===== config.mk =====
export PLATFORM = sky130hd
export DESIGN_NAME = adaptive_logic_cell
export DESIGN_NICKNAME = d
export VERILOG_FILES = /design/src/rtl/adaptive_logic_cell.sv
export SDC_FILE = /design/constraint.sdc
export NUM_CORES = 1
export LEC_CHECK = 0
export BUFFER_PORTS_ARGS = -buffer_cell sky130_fd_sc_hd__buf_2
export CAP_MARGIN = 20
export CORE_UTILIZATION = 46
export DETAILED_ROUTE_END_ITERATION = 8
export GPL_ROUTABILITY_DRIVEN = 0
export PLACE_DENSITY = 0.82
export SKIP_LAST_GASP = 1
export SLEW_MARGIN = 20
export SYNTH_ARGS = -nofsm -noshare
export SYNTH_HDL_FRONTEND = slang
export SYNTH_SLANG_ARGS = --single-unit

===== constraint.sdc =====
create_clock -name clk -period 3 [get_ports clk]
set_input_delay 0.15 -clock clk [delete_from_list [all_inputs] [get_ports clk]]
set_output_delay 0.15 -clock clk [all_outputs]
set_load 0.02 [all_outputs]

===== src/rtl/adaptive_logic_cell.sv =====
module adaptive_logic_cell (
  input  logic        clk,
  input  logic        rst_n,
  input  logic [2:0]  mode,
  input  logic        arith_en,
  input  logic        chain_sel,
  input  logic [63:0] table_bits,
  input  logic [7:0]  lut_in,
  input  logic [1:0]  add_b,
  input  logic        carry_in,
  input  logic        chain_in,
  output logic [1:0]  comb_out,
  output logic [1:0]  reg_out,
  output logic        carry_out,
  output logic        chain_out,
  output logic        mode_err
);

  logic fn0, fn1, illegal;
  logic c_mid, c_end, s0, s1;
  logic [1:0] result;

  always_comb begin
    fn0 = 1'b0;
    fn1 = 1'b0;
    illegal = 1'b0;
    case (mode)
      3'd0: begin
        fn0 = table_bits[{2'b00, lut_in[3:0]}];
        fn1 = table_bits[{2'b01, lut_in[7:4]}];
      end
      3'd1: begin
        fn0 = table_bits[{1'b0, lut_in[4:0]}];
        fn1 = table_bits[{3'b100, lut_in[7:5]}];
      end
      3'd2: begin
        fn0 = table_bits[{1'b0, lut_in[4:0]}];
        fn1 = table_bits[{2'b10, lut_in[7:5], lut_in[0]}];
      end
      3'd3: begin
        fn0 = table_bits[{1'b0, lut_in[4:0]}];
        fn1 = table_bits[{1'b1, lut_in[7:5], lut_in[1:0]}];
      end
      3'd4: fn0 = table_bits[lut_in[5:0]];
      3'd5: begin
        fn0 = table_bits[lut_in[5:0]];
        fn1 = table_bits[{lut_in[7:6], lut_in[3:0]}];
      end
      default: illegal = 1'b1;
    endcase
  end

  assign s0    = fn0 ^ add_b[0] ^ carry_in;
  assign c_mid = (fn0 & add_b[0]) | (fn0 & carry_in) | (add_b[0] & carry_in);
  assign s1    = fn1 ^ add_b[1] ^ c_mid;
  assign c_end = (fn1 & add_b[1]) | (fn1 & c_mid) | (add_b[1] & c_mid);

  assign result    = illegal ? 2'b00 : (arith_en ? {s1, s0} : {fn1, fn0});
  assign carry_out = arith_en & ~illegal & c_end;
  assign comb_out  = result;
  assign mode_err  = illegal;

  always_ff @(posedge clk or negedge rst_n) begin
    if (!rst_n)
      reg_out <= 2'b00;
    else if (chain_sel)
      reg_out <= {reg_out[0], chain_in};
    else
      reg_out <= result;
  end

  assign chain_out = reg_out[1];

endmodule


==> results of run 1 <==
-- worst max-delay path, stage by stage --
cell and delay (ns):
sky130_fd_sc_hd__buf_12 0.11, sky130_fd_sc_hd__mux4_2 0.51, sky130_fd_sc_hd__mux2i_2 0.21, sky130_fd_sc_hd__or4_1 0.14, sky130_fd_sc_hd__o21ai_0 0.07, sky130_fd_sc_hd__o41a_1 0.48, sky130_fd_sc_hd__a21oi_2 0.16, sky130_fd_sc_hd__fa_2 0.20
sky130_fd_sc_hd__inv_1 0.05, sky130_fd_sc_hd__fa_1 0.44, sky130_fd_sc_hd__o21ai_2 0.16, sky130_fd_sc_hd__nor2_2 0.04, sky130_fd_sc_hd__buf_4 0.16
-- repair_timing --
| action | 4_1_cts | 5_1_grt |
|---|---|---|
| hold buffers | 1 | 0 |
| buffers inserted | 1 | 1 |
| pin swaps | 0 | 2 |
| gates resized for setup | 7 | 6 |
| endpoints found under the hold margin | 2 | 0 |
| setup endpoints to repair | 4 | 4 |
-- cells by family (layout without fill, tap and decap cells) --
family,Yosys count,in the layout,share of synthesized area [%]
buffers and inverters,31,138,9.97
muxes,47,47,48.6
AOI/OAI and AO/OA,34,34,16.0
adders and majority gates,2,2,2.44
DFF,2,2,3.04
and+or+nand+nor,62,62,19.9
-- routing by layer --
| layer | vias to the layer above | track usage, % | share of wire (%) |
|---|---|---|---|
| met1 | 960 | 32.6 | 42 |
| met3 | 6 | 3.31 | 5.0 |
| li1 | 941 | - | - |
| met2 | 86 | 49.0 | 52 |
| met5 | - | 0 | 0 |
| met4 | 0 | 7.94 | 0.71 |
-- cell usage after synthesis, types with 4 or more instances --
cell type,number
sky130_fd_sc_hd__mux2_2,4
sky130_fd_sc_hd__nand2_1,10
sky130_fd_sc_hd__nor2_1,13
sky130_fd_sc_hd__mux2i_1,18
sky130_fd_sc_hd__o21ai_0,4
sky130_fd_sc_hd__mux4_1,7
sky130_fd_sc_hd__buf_2,7
sky130_fd_sc_hd__nand4_1,6
sky130_fd_sc_hd__mux4_2,16
sky130_fd_sc_hd__o31ai_1,4
sky130_fd_sc_hd__inv_1,12
sky130_fd_sc_hd__buf_4,4
sky130_fd_sc_hd__nand3_1,11
sky130_fd_sc_hd__clkbuf_1,6
-- through the flow --
step	util, %	instances	TNS [ns]	hold WS [ns]
2_1_floorplan	-	178	0	-0.146
3_3_place_gp	67.5	325	-0.590	-0.0657
3_5_place_dp	67.5	325	-0.945	-0.0647
4_1_cts	69.4	330	-0.0477	0.152
5_1_grt	70.2	331	-0.148	0.171
6_report	70.2	331	-0.0335	0.157
-- cell type report --
| type | instances | share of cell area [%] |
|---|---|---|
| clock buffers | 3 | 0.947 |
| flip-flops and latches | 2 | 2.10 |
| well taps | 46 | 2.42 |
| inverters | 12 | 1.89 |
| multi-input cells | 145 | 61.2 |
| repair buffers | 123 | 31.5 |
-- how the worst min path moves through the flow --
stage                     startpoint         end  depth (start not counted)  slack (ns)
final                       chain_in  reg_out[0]                          3        0.16
after global placement         rst_n  reg_out[0]                          1       -0.07
after floorplan                rst_n  reg_out[0]                          0       -0.15
after global routing       chain_sel  reg_out[1]                          2        0.17
after detailed placement       rst_n  reg_out[1]                          1       -0.06
after CTS                  chain_sel  reg_out[1]                          2        0.15
-- where the power goes --
group	switching, uW	internal, uW	total, uW
clock network	15.8	44.2	60.0
registers	1.67	30.9	32.6
logic	177	208	385
==> impl_metrics.prom, run 1 <==
# TYPE chip_impl_metric gauge
chip_impl_info{name="outcome",value="finished with violations"} 1
chip_impl_info{name="violations",value="negative setup slack"} 1
chip_impl_metric{name="synth-warning-count",unit=""} 0
chip_impl_info{name="max_flop_register",value="reg_out"} 1
chip_impl_info{name="synth.top_cells.by_area",value="sky130_fd_sc_hd__mux4_2 22%, sky130_fd_sc_hd__mux4_1 11%, sky130_fd_sc_hd__mux2i_1 11%, sky130_fd_sc_hd__nand3_1 3.3%, sky130_fd_sc_hd__dfrtp_1 3.0%"} 1
chip_impl_metric{name="share_of_synthesized_registers_carrying_an_async_set_or_reset",unit="%"} 100
chip_impl_metric{name="route.antenna.remaining_nets",unit=""} 0
chip_impl_metric{name="cts-root-to-sink-buffers",unit=""} 2
chip_impl_metric{name="tritoncts.num_buffers",unit=""} 3
chip_impl_metric{name="synthDominantCellAreaShare",unit="%"} 21.9
chip_impl_metric{name="setup.reg_to_reg.worst_slack",unit="ns"} 2.39
chip_impl_metric{name="synth_cells",unit=""} 178
chip_impl_metric{name="die_h",unit="um"} 61.8
chip_impl_metric{name="largest_register_ffs",unit=""} 2
chip_impl_metric{name="final.setup_skew",unit="ns"} 0.00289
chip_impl_info{name="cp-end-kind",value="output pin"} 1
chip_impl_metric{name="dp.final_hpwl",unit="mm"} 4.11
chip_impl_metric{name="timing_max_transition_violations_final",unit=""} 0
chip_impl_metric{name="drc_errors",unit=""} 0
chip_impl_info{name="synth-main-ff-cell",value="sky130_fd_sc_hd__dfrtp_1"} 1
chip_impl_metric{name="pin_count",unit=""} 90
chip_impl_metric{name="numPortBuffers",unit=""} 89
chip_impl_metric{name="post_drt_via_cell_ratio",unit=""} 6.02
chip_impl_info{name="rsz0062_at_grt",value="yes"} 1
chip_impl_metric{name="worstSkewPairLatency",unit="ns"} 0.22
chip_impl_metric{name="cp.required",unit="ns"} 2.85
chip_impl_metric{name="ir_worst_vdd",unit="mV"} 0.0846
chip_impl_metric{name="n_antenna_cell",unit=""} 0
chip_impl_metric{name="finish.net_count",unit=""} 372
chip_impl_metric{name="maxSlewHeadroom",unit="%"} 71.5
chip_impl_metric{name="clk_pin_slew_worst_paths",unit="ns"} 0.03
chip_impl_info{name="largestRegisters",value="reg_out: 2 flops"} 1
chip_impl_info{name="synth_area_leader_cell",value="sky130_fd_sc_hd__mux4_2"} 1
chip_impl_metric{name="tritoncts_num_sinks",unit=""} 2
chip_impl_metric{name="p_per_area",unit="mW/mm2"} 201
chip_impl_metric{name="post_synth.cell_area_avg",unit="um2"} 9.24
chip_impl_info{name="worst_setup_path_start",value="lut_in[1]"} 1
chip_impl_info{name="worstReg2RegStart",value="reg_out[0]"} 1
chip_impl_metric{name="synthesis_to_layout_area_growth",unit="%"} 44.7
chip_impl_metric{name="vias_in_the_first_global_route",unit=""} 1845
chip_impl_metric{name="max_cap_violations",unit=""} 0
chip_impl_metric{name="postSynthRegisterBits",unit=""} 2
chip_impl_metric{name="grt_pass1_wl",unit="mm"} 7.67
chip_impl_info{name="cts.root.buffer_cell",value="sky130_fd_sc_hd__clkbuf_4"} 1
chip_impl_metric{name="synth_sequential_area_ratio",unit="%"} 3.04
chip_impl_info{name="r2r_end",value="reg_out[1]"} 1
chip_impl_metric{name="design_area",unit="mm2"} 0.00238
chip_impl_metric{name="core_area",unit="mm2"} 0.00339
chip_impl_info{name="layout.cells.most_common_list",value="86 x sky130_fd_sc_hd__buf_2, 33 x sky130_fd_sc_hd__buf_4, 16 x sky130_fd_sc_hd__mux2i_1, 16 x sky130_fd_sc_hd__mux4_2"} 1
chip_impl_metric{name="routed_wl",unit="mm"} 4.92
chip_impl_metric{name="sequential_cell_area",unit="um2"} 50.0
chip_impl_metric{name="tightest_slew",unit="ns"} 0.416
chip_impl_metric{name="fillCellCount",unit=""} 259
chip_impl_metric{name="ff2ff_path_depth",unit=""} 2
chip_impl_metric{name="die_width",unit="um"} 61.8
chip_impl_metric{name="fp-row-count",unit=""} 21
chip_impl_metric{name="htreeDepth",unit=""} 1
chip_impl_info{name="critPathLaunchType",value="input port"} 1
chip_impl_metric{name="dpl-instance-area",unit="mm2"} 0.00229
chip_impl_metric{name="detailedPlace.worstSlack",unit="ns"} -0.355
chip_impl_metric{name="fin_ws",unit="ns"} -0.0335
chip_impl_metric{name="synth_enable_flop_cells",unit=""} 0
chip_impl_metric{name="final-setup-viol-count",unit=""} 1
chip_impl_metric{name="die-area",unit="mm2"} 0.00382
chip_impl_info{name="criticalPathCategory",value="in -> out"} 1
chip_impl_metric{name="syn_area",unit="mm2"} 0.00164
chip_impl_info{name="layout.cells.most_common",value="sky130_fd_sc_hd__buf_2"} 1
chip_impl_metric{name="firstDrtPassIters",unit=""} 4
chip_impl_metric{name="finalWorstPathRequiredPeriod",unit="ns"} 3.03
chip_impl_metric{name="worst-endpoint-arrival",unit="ns"} 2.88
chip_impl_metric{name="drive_gt1_share",unit="%"} 55.4
chip_impl_info{name="tritoncts",value="done"} 1
chip_impl_metric{name="critical_path.max_fanout",unit=""} 9
chip_impl_metric{name="fin_total_pwr",unit="uW"} 478
chip_impl_metric{name="wire_per_inst",unit="um"} 14.9
chip_impl_metric{name="dr.first_iter.drc_count",unit=""} 42
chip_impl_metric{name="grt.overflow.total",unit=""} 0
chip_impl_metric{name="synthesis.nets",unit=""} 263
chip_impl_metric{name="max_clock_freq",unit="MHz"} 330
chip_impl_metric{name="groute.usage.overall",unit="%"} 26.7
chip_impl_metric{name="multi_input_comb_area",unit="mm2"} 0.00146
chip_impl_metric{name="timing_hold_violations_final",unit=""} 0
chip_impl_info{name="worst_hold_path_type",value="in -> reg"} 1
chip_impl_metric{name="crit_share_post_route",unit="%"} 101
chip_impl_metric{name="start_util",unit="%"} 48.5
chip_impl_metric{name="grt_start_max_net_pins",unit=""} 13
chip_impl_metric{name="num_vias",unit=""} 1993
chip_impl_metric{name="grt_antenna_before_repair",unit=""} 0
chip_impl_metric{name="yosysUniqueCellTypes",unit=""} 48
chip_impl_info{name="setup.worst_path.end",value="comb_out[1]"} 1
chip_impl_metric{name="power_leakage",unit="uW"} 0.00114
Note: power is estimated with default switching activity, not from simulation.
==> run 2: changes to the inputs <==
--- a/config.mk
+++ b/config.mk
@@ -5,12 +5,12 @@
 export SDC_FILE = /design/constraint.sdc
 export NUM_CORES = 1
 export LEC_CHECK = 0
-export BUFFER_PORTS_ARGS = -buffer_cell sky130_fd_sc_hd__buf_2
 export CAP_MARGIN = 20
-export CORE_UTILIZATION = 46
+export CORE_UTILIZATION = 55
 export DETAILED_ROUTE_END_ITERATION = 8
+export DONT_BUFFER_PORTS = 1
 export GPL_ROUTABILITY_DRIVEN = 0
-export PLACE_DENSITY = 0.82
+export PLACE_DENSITY = 0.7
 export SKIP_LAST_GASP = 1
 export SLEW_MARGIN = 20
 export SYNTH_ARGS = -nofsm -noshare
==> impl_metrics.prom, run 2 (same netlist as run 1, synthesis figures left out) <==
# TYPE chip_impl_metric gauge
chip_impl_info{name="outcome",value="finished with violations"} 1
chip_impl_info{name="violations",value="design-rule violations"} 1
chip_impl_info{name="critPathLaunchType",value="input port"} 1
chip_impl_metric{name="numPortBuffers",unit=""} 0
chip_impl_metric{name="fillCellCount",unit=""} 261
chip_impl_metric{name="route.antenna.remaining_nets",unit=""} 0
chip_impl_metric{name="max_cap_violations",unit=""} 0
chip_impl_metric{name="dr.first_iter.drc_count",unit=""} 122
chip_impl_metric{name="setup.reg_to_reg.worst_slack",unit="ns"} 2.25
chip_impl_metric{name="finish.net_count",unit=""} 253
chip_impl_info{name="worst_setup_path_start",value="lut_in[1]"} 1
chip_impl_metric{name="start_util",unit="%"} 58.6
chip_impl_info{name="r2r_end",value="reg_out[1]"} 1
chip_impl_metric{name="crit_share_post_route",unit="%"} 96.4
chip_impl_metric{name="finalWorstPathRequiredPeriod",unit="ns"} 2.89
chip_impl_metric{name="clk_pin_slew_worst_paths",unit="ns"} 0.03
chip_impl_metric{name="post_drt_via_cell_ratio",unit=""} 7.91
chip_impl_info{name="rsz0062_at_grt",value="no"} 1
chip_impl_metric{name="cts-root-to-sink-buffers",unit=""} 2
chip_impl_info{name="worst_hold_path_type",value="in -> reg"} 1
chip_impl_info{name="tritoncts",value="done"} 1
chip_impl_metric{name="drive_gt1_share",unit="%"} 22.9
chip_impl_info{name="largestRegisters",value="reg_out: 2 flops"} 1
chip_impl_metric{name="grt_pass1_wl",unit="mm"} 6.31
chip_impl_info{name="setup.worst_path.end",value="comb_out[1]"} 1
chip_impl_metric{name="dp.final_hpwl",unit="mm"} 3.25
chip_impl_metric{name="pin_count",unit=""} 90
chip_impl_metric{name="wire_per_inst",unit="um"} 21.3
chip_impl_info{name="criticalPathCategory",value="in -> out"} 1
chip_impl_metric{name="n_antenna_cell",unit=""} 0
chip_impl_metric{name="num_vias",unit=""} 1559
chip_impl_metric{name="timing_max_transition_violations_final",unit=""} 0
chip_impl_info{name="cp-end-kind",value="output pin"} 1
chip_impl_metric{name="die-area",unit="mm2"} 0.00321
chip_impl_metric{name="timing_hold_violations_final",unit=""} 0
chip_impl_metric{name="synthesis_to_layout_area_growth",unit="%"} 0.0762
chip_impl_metric{name="die_h",unit="um"} 56.7
chip_impl_metric{name="maxSlewHeadroom",unit="%"} 66.6
chip_impl_metric{name="firstDrtPassIters",unit=""} 8
chip_impl_metric{name="grt_antenna_before_repair",unit=""} 0
chip_impl_metric{name="worst-endpoint-arrival",unit="ns"} 2.74
chip_impl_metric{name="core_area",unit="mm2"} 0.00281
chip_impl_metric{name="htreeDepth",unit=""} 1
chip_impl_metric{name="final-setup-viol-count",unit=""} 0
chip_impl_metric{name="drc_errors",unit=""} 8
chip_impl_info{name="layout.cells.most_common_list",value="16 x sky130_fd_sc_hd__mux2i_1, 16 x sky130_fd_sc_hd__mux4_2, 12 x sky130_fd_sc_hd__nor2_1"} 1
chip_impl_metric{name="max_clock_freq",unit="MHz"} 346
chip_impl_metric{name="groute.usage.overall",unit="%"} 24.8
chip_impl_metric{name="tritoncts.num_buffers",unit=""} 3
chip_impl_metric{name="finish.utilization",unit="%"} 58.7
chip_impl_metric{name="fin_setup_tns",unit="ns"} 0
chip_impl_metric{name="critical_path.max_fanout",unit=""} 26
chip_impl_metric{name="largest_register_ffs",unit=""} 2
chip_impl_metric{name="ir_worst_vdd",unit="mV"} 0.105
chip_impl_metric{name="tightest_slew",unit="ns"} 0.498
chip_impl_info{name="cts.root.buffer_cell",value="sky130_fd_sc_hd__clkbuf_4"} 1
chip_impl_info{name="worstReg2RegStart",value="reg_out[0]"} 1
chip_impl_info{name="max_flop_register",value="reg_out"} 1
chip_impl_metric{name="routed_wl",unit="mm"} 4.19
chip_impl_metric{name="p_per_area",unit="mW/mm2"} 192
chip_impl_metric{name="cp.required",unit="ns"} 2.85
chip_impl_metric{name="grt_start_max_net_pins",unit=""} 27
chip_impl_metric{name="fp-row-count",unit=""} 19
chip_impl_metric{name="die_width",unit="um"} 56.7
chip_impl_metric{name="grt.overflow.total",unit=""} 0
chip_impl_metric{name="vias_in_the_first_global_route",unit=""} 1507
chip_impl_metric{name="worstSkewPairLatency",unit="ns"} 0.22
chip_impl_metric{name="tritoncts_num_sinks",unit=""} 2
chip_impl_metric{name="ff2ff_path_depth",unit=""} 2
chip_impl_metric{name="final.setup_skew",unit="ns"} 0.0000621
chip_impl_metric{name="power_leakage",unit="uW"} 0.000621
==> run 2: area by class of cell <==
type / instances / area, um2 / area share [%]
sequential: 2 / 50.0 / 3.04
timing repair buffer: 4 / 32.5 / 1.98
multi-input combinational: 145 / 1450 / 88.3
clock buffer: 3 / 22.5 / 1.37
inverter: 12 / 48.8 / 2.97
tap: 31 / 38.8 / 2.36
==> run 2: layer usage <==
layer / track usage [%] / part of all wire (%) / up-vias
li1: - / - / 699
met1: 32.2 / 39 / 747
met2: 42.2 / 50 / 109
met3: 5.53 / 9.9 / 4
met4: 5.36 / 0.76 / 0
met5: 0 / 0 / -
==> run 2: repair_timing <==
action / CTS / global route
hold endpoints to repair: 2 / 0
buffers inserted: 0 / 1
endpoints found under the setup margin: 0 / 1
gates resized for setup: 0 / 7
hold buffers: 1 / 0
==> run 2: worst min path at each step <==
stage	from	end	slack, ns	cells after the start
2_1_floorplan	rst_n	reg_out[0]	-0.15	0
5_1_grt	chain_sel	reg_out[0]	0.03	1
6_report	chain_sel	reg_out[0]	0.02	1
3_5_place_dp	rst_n	reg_out[0]	-0.15	0
4_1_cts	chain_sel	reg_out[0]	0.02	1
3_3_place_gp	rst_n	reg_out[0]	-0.15	0
==> run 2: per-stage QoR <==
stage | instance area, um2 | total power [uW] | hold WS, ns | setup WS, ns | std cells
floorplan | 1650 | 251 | -0.146 | 0.0544 | 178
global placement | 1580 | 239 | -0.146 | 0.102 | 192
detailed placement | 1580 | 242 | -0.146 | 0.0260 | 192
CTS | 1610 | 306 | 0.0188 | 0.0213 | 196
global route | 1650 | 338 | 0.0280 | 0.00418 | 197
finish | 1650 | 316 | 0.0250 | 0.109 | 197
==> run 2: worst max-delay path, cell delays in order <==
cell,delay [ns]
sky130_fd_sc_hd__mux4_1,0.52
sky130_fd_sc_hd__mux2_4,0.30
sky130_fd_sc_hd__nor2_2,0.08
sky130_fd_sc_hd__a2111oi_0,0.07
sky130_fd_sc_hd__o41a_1,0.49
sky130_fd_sc_hd__a21oi_2,0.16
sky130_fd_sc_hd__fa_1,0.17
sky130_fd_sc_hd__inv_1,0.05
sky130_fd_sc_hd__fa_1,0.49
sky130_fd_sc_hd__o21ai_2,0.08
sky130_fd_sc_hd__nor2_4,0.18
==> run 2: where the power goes <==
| part | total, uW | internal, uW | switching [uW] |
|---|---|---|---|
| clock | 59.3 | 44.1 | 15.2 |
| sequential | 40.7 | 30.8 | 9.85 |
| combinational | 216 | 122 | 94.1 |
| total | 316 | 197 | 119 |
